<file path="src/rtl/wr_status_poll_pkg.sv">
package wr_status_poll_pkg;
    typedef enum logic [1:0] {
        ST_IDLE  = 2'd0,
        ST_ARMED = 2'd1,
        ST_HELD  = 2'd2
    } poll_state_t;
endpackage

</file>
<file path="src/rtl/poll_decode.sv">
module poll_decode #(
    parameter int AW = 13
) (
    input  logic          ce_n,
    input  logic          oe_n,
    input  logic          we_n,
    input  logic [AW-1:0] rd_addr,
    input  logic [AW-1:0] last_addr,
    output logic          rd_act,
    output logic          addr_hit
);
    always_comb begin
        rd_act   = !ce_n && !oe_n && we_n;
        addr_hit = (rd_addr == last_addr);
    end
endmodule

</file>
<file path="src/rtl/poll_fsm.sv">
module poll_fsm
    import wr_status_poll_pkg::*;
(
    input  logic clk,
    input  logic rst_n,
    input  logic busy,
    input  logic rd_act,
    output logic tgl,
    output logic flip
);
    poll_state_t state, state_nx;

    always_ff @(posedge clk or negedge rst_n) begin
        if (!rst_n) state <= ST_IDLE;
        else        state <= state_nx;
    end

    always_comb begin
        state_nx = state;
        flip     = 1'b0;
        unique case (state)
            ST_IDLE: begin
                if (busy) state_nx = rd_act ? ST_HELD : ST_ARMED;
            end
            ST_ARMED: begin
                if (!busy) state_nx = ST_IDLE;
                else if (rd_act) begin
                    state_nx = ST_HELD;
                    flip     = 1'b1;
                end
            end
            ST_HELD: begin
                if (!busy)       state_nx = ST_IDLE;
                else if (!rd_act) state_nx = ST_ARMED;
            end
            default: state_nx = ST_IDLE;
        endcase
    end

    always_ff @(posedge clk or negedge rst_n) begin
        if (!rst_n)    tgl <= 1'b0;
        else if (!busy) tgl <= 1'b0;
        else if (flip)  tgl <= ~tgl;
    end

    AST_TGL_CLEARED: assert property (@(posedge clk) disable iff (!rst_n)
        !busy |=> (tgl == 1'b0));
    AST_TGL_STEADY: assert property (@(posedge clk) disable iff (!rst_n)
        (busy && !(state == ST_ARMED && rd_act)) |=> $stable(tgl));
endmodule

</file>
<file path="src/rtl/poll_mux.sv">
module poll_mux #(
    parameter int DW = 8
) (
    input  logic          clk,
    input  logic          rst_n,
    input  logic          rd_act,
    input  logic          busy,
    input  logic          addr_hit,
    input  logic          tgl,
    input  logic          flip,
    input  logic [DW-1:0] last_data,
    input  logic [DW-1:0] array_data,
    output logic [DW-1:0] dout,
    output logic          dout_en
);
    localparam int POLL_BIT = DW - 1;
    localparam int TGL_BIT  = DW - 2;

    logic [DW-1:0] stat;

    always_comb begin
        stat           = last_data;
        stat[POLL_BIT] = addr_hit ? ~last_data[POLL_BIT] : last_data[POLL_BIT];
        stat[TGL_BIT]  = flip ? ~tgl : tgl;
    end

    always_ff @(posedge clk or negedge rst_n) begin
        if (!rst_n) begin
            dout    <= '0;
            dout_en <= 1'b0;
        end else begin
            dout_en <= rd_act;
            if (!rd_act)   dout <= '0;
            else if (busy) dout <= stat;
            else           dout <= array_data;
        end
    end

    AST_QUIET_OFF: assert property (@(posedge clk) disable iff (!rst_n)
        !dout_en |-> (dout == '0));
endmodule

</file>
<file path="src/rtl/wr_status_poll.sv">
module wr_status_poll #(
    parameter int AW = 13,
    parameter int DW = 8
) (
    input  logic          clk,
    input  logic          rst_n,
    input  logic          ce_n,
    input  logic          oe_n,
    input  logic          we_n,
    input  logic [AW-1:0] rd_addr,
    input  logic [DW-1:0] array_data,
    input  logic          busy,
    input  logic [AW-1:0] last_addr,
    input  logic [DW-1:0] last_data,
    output logic [DW-1:0] dout,
    output logic          dout_en
);
    logic rd_act, addr_hit, tgl, flip;

    poll_decode #(.AW(AW)) u_dec (
        .ce_n(ce_n), .oe_n(oe_n), .we_n(we_n),
        .rd_addr(rd_addr), .last_addr(last_addr),
        .rd_act(rd_act), .addr_hit(addr_hit)
    );

    poll_fsm u_fsm (
        .clk(clk), .rst_n(rst_n), .busy(busy), .rd_act(rd_act),
        .tgl(tgl), .flip(flip)
    );

    poll_mux #(.DW(DW)) u_mux (
        .clk(clk), .rst_n(rst_n), .rd_act(rd_act), .busy(busy),
        .addr_hit(addr_hit), .tgl(tgl), .flip(flip),
        .last_data(last_data), .array_data(array_data),
        .dout(dout), .dout_en(dout_en)
    );

    AST_EN_ON_READ: assert property (@(posedge clk) disable iff (!rst_n)
        (!ce_n && !oe_n && we_n) |=> dout_en);
    AST_EN_OFF: assert property (@(posedge clk) disable iff (!rst_n)
        !(!ce_n && !oe_n && we_n) |=> !dout_en);
    AST_POLL_INV: assert property (@(posedge clk) disable iff (!rst_n)
        (busy && !ce_n && !oe_n && we_n && rd_addr == last_addr)
        |=> (dout[DW-1] == ~$past(last_data[DW-1])));
    AST_IDLE_PASS: assert property (@(posedge clk) disable iff (!rst_n)
        (!busy && !ce_n && !oe_n && we_n) |=> (dout == $past(array_data)));
endmodule

</file>
<file path="config.mk">
export PLATFORM = sky130hd
export DESIGN_NAME = wr_status_poll
export DESIGN_NICKNAME = d
export VERILOG_FILES = /design/src/rtl/wr_status_poll_pkg.sv /design/src/rtl/poll_decode.sv /design/src/rtl/poll_fsm.sv /design/src/rtl/poll_mux.sv /design/src/rtl/wr_status_poll.sv
export SDC_FILE = /design/constraint.sdc
export NUM_CORES = 1
export LEC_CHECK = 0
export BUFFER_PORTS_ARGS = -buffer_cell sky130_fd_sc_hd__buf_2
export CAP_MARGIN = 0
export CORE_MARGIN = 2
export CORE_UTILIZATION = 39
export CTS_CLUSTER_DIAMETER = 50
export DETAILED_ROUTE_END_ITERATION = 12
export GPL_TIMING_DRIVEN = 0
export HOLD_SLACK_MARGIN = 0.02
export PLACE_DENSITY_LB_ADDON = 0.08
export REMOVE_ABC_BUFFERS = 1
export SYNTH_ARGS = -nofsm -noshare
export SYNTH_HDL_FRONTEND = slang
export SYNTH_SLANG_ARGS = --single-unit
</file>
<file path="constraint.sdc">
create_clock -name clk -period 2.28 [get_ports clk]
set_input_delay 0.114 -clock clk [delete_from_list [all_inputs] [get_ports clk]]
set_output_delay 0.114 -clock clk [all_outputs]
set_load 0.01 [all_outputs]
</file>
==> qor.csv <==
metric,value,unit
outcome,finished clean,
Multi-input gate area,329,µm²
"slowest stage cell, crit path",nor4_2,
placed inst area,928,µm²
"leading cell types in the layout, fill and taps excluded","buf_2, dfrtp_1, nor2_1",
Slew headroom,0.749,
share of cells above drive strength 1,0.525,
multiplexer share of the synthesized area,0.0943,
area of the die,1970,µm²
# port buffers,55,
reg2reg start,u_fsm.state[1],
Yosys reg bits,12,
# resized after CTS,0,
f_max,807,MHz
CP peak stage delay,0.31,ns
PD cells,503,nW/µm²
Root Buffer,clkbuf_4,
Layout area overhead,53.0,%
crit path cell chain,buf_2 -> xor2_1 -> nor4_1 -> nand4_1 -> nor4_2 -> xnor2_1 -> a211oi_2,
die height,44.4,µm
gr ovfl total,0,
"Seq/Total Area, Yosys",0.472,
FF+latch area,300,µm²
largest net degree at the start of global routing,13,
CTS buffer count,3,
"Hold Violations, Final",0,
Pre-antenna DRT Iters,2,
Setup Skew,0.00323,ns
CP bufs+invs,1,
setup_tns,0,ns
min-delay src,array_data[5],
maximum VDD drop,0.411,mV
Antenna diodes,0,
"Slew Viols, Final",0,
initial core utilization,0.418,
CP Max Fanout,1,
Clock Pin Slew Worst Setup and Hold Paths,0.08,ns
design area,975,µm²
crit path time final,1.24,ns
nets@finish,167,
wire length of the first global-routing pass,2.18,mm
Startpoint Class,input port,
post-synthesis xor/xnor area fraction,0.220,
Least-Margin Pin Slew,0.375,ns
via count,615,
"commonest non-fill, non-tap cell in the layout",buf_2,
number of global-route vias before repair,576,
WS Path Type,input port to register,
worst reg2reg setup slack,1.25,ns
Fillers,149,
"Setup violations, final",0,
P_leak,0.550,nW
Cell variety after synth,16,
reg-to-reg endpoint,u_fsm.tgl,
Core Box Area,1520,µm²
synth warn,0,
Setup Buffers After CTS,0,
top cell family by delay on the critical path,simple AND/OR/NAND/NOR gates,
Final Cycle Share,0.543,
Compound-Gate Fraction of Synth Area,0.0314,
largest family of logic cells by synthesized area,XOR/XNOR gates,
GP Congestion,0.699,
worst-skew pair later-pin latency,0.27,ns
initial antenna violation count,0,
IO Count,57,
Hold/Removal Path Class,input port to register,
R2R depth,4,
TritonCTS clock tree,built,
synthesized area,637,µm²
Mean Syn Cell Area,10.8,µm²
cell row count,14,
GRT Util Overall,0.151,
DP HPWL,1.07,mm
Min-Delay Endpoint,u_mux.dout[5],
Simple-Gate Fraction of Synth Area,0.171,
crit path DAT,1.43,ns
DRC errors left,0,
max-cap viol count,0,
clock tree buffer depth,2,
RSZ-0062 raised after global routing,false,
H-tree levels,1,
vias per std cell,4.59,
drt total wl,1.28,mm
WL/cell,9.54,µm
Hold Crit Depth,3,
antenna-violating nets left,0,
DIE WIDTH,44.4,µm
CTS sink cnt,12,
Worst Path Required,2.47,ns
Worst setup EP type,register,
adder-cell share of the synthesized area,0,
First DRT Iteration DRCs,5,
Gate Count Post-Synth,59,
-- synthesized netlist by cell type --
cell      instances  area, µm²
a211oi_1          1       7.51
a211oi_2          1       12.5
and3_1            1       6.26
buf_1             1       3.75
dfrtp_1          12        300
inv_1             1       3.75
mux2i_1           6       60.1
nand2_1           3       11.3
nand4_1           1       6.26
nand4_2           1       12.5
nor2_1           11       41.3
nor2b_1           2       12.5
nor4_1            1       6.26
nor4_2            1       12.5
xnor2_1          10       87.6
xor2_1            6       52.6
-- cell type report --
cell class	count	area share
multi-input cells	45	0.338
flip-flops and latches	12	0.308
repair buffers	56	0.293
clock buffers	4	0.0372
well taps	16	0.0205
inverters	1	0.00385
-- stage by stage --
| step | std cells | setup WS (ns) | hold slack, ns | power, mW | utilization |
|---|---|---|---|---|---|
| finish | 134 | 1.04 | 0.0737 | 0.490 | 0.640 |
| global route | 134 | 0.910 | 0.0931 | 0.519 | 0.640 |
| CTS | 134 | 1.03 | 0.0696 | 0.498 | 0.640 |
| detailed placement | 129 | 0.748 | 0.00276 | 0.327 | 0.609 |
| global placement | 129 | 0.747 | 0.0000503 | 0.325 | 0.609 |
| floorplan | 58 | 0.969 | -0.182 | 0.269 | - |
-- timing repair --
action,4_1_cts,5_1_grt
hold buffers,1,0
endpoints found under the hold margin,12,0
endpoints found under the setup margin,0,0
-- worst reg2reg max path, stage by stage (launching register included) --
cell,delay [ns]
dfrtp_1,0.38
nor2b_1,0.17
and3_1,0.19
xnor2_1,0.12
nor2b_1,0.06
-- worst max-delay path by stage --
| stage | startpoint | end | slack (ns) | depth (start not counted) |
|---|---|---|---|---|
| 6_report | last_addr[11] | u_mux.dout[7] | 1.04 | 7 |
| 5_1_grt | last_addr[11] | u_mux.dout[7] | 0.91 | 7 |
| 4_1_cts | last_addr[11] | u_mux.dout[7] | 1.03 | 7 |
| 3_5_place_dp | last_addr[11] | u_mux.dout[7] | 0.75 | 7 |
| 3_3_place_gp | last_addr[11] | u_mux.dout[7] | 0.75 | 7 |
| 2_1_floorplan | last_addr[11] | u_mux.dout[7] | 0.97 | 6 |
-- routing by layer --
| layer | global-route usage | share of wire | up-vias |
|---|---|---|---|
| met5 | 0 | 0 | - |
| met4 | 0.0364 | 0.0078 | 0 |
| met3 | 0.0694 | 0.12 | 3 |
| met2 | 0.256 | 0.48 | 32 |
| met1 | 0.174 | 0.40 | 265 |
| li1 | - | - | 315 |
-- cells by family after synthesis --
logic type / count (synthesis)
xor gates and xnor gates: 16
DFF: 12
buffers and inverters: 2
muxes: 6
and+or+nand+nor: 21
AOI/OAI and AO/OA: 2
-- flip-flops by register name, summed over array words and instances (netlist names) --
| register | flops |
|---|---|
| u_fsm.state | 2 |
| u_fsm.tgl | 1 |
| u_mux.dout | 8 |
| u_mux.dout_en | 1 |
-- power by group --
| group | switching, mW | internal (mW) | total, mW |
|---|---|---|---|
| clock network | 0.0707 | 0.0971 | 0.168 |
| logic | 0.0433 | 0.0569 | 0.100 |
| registers | 0.00235 | 0.220 | 0.222 |
(Power assumes the default switching activity.)
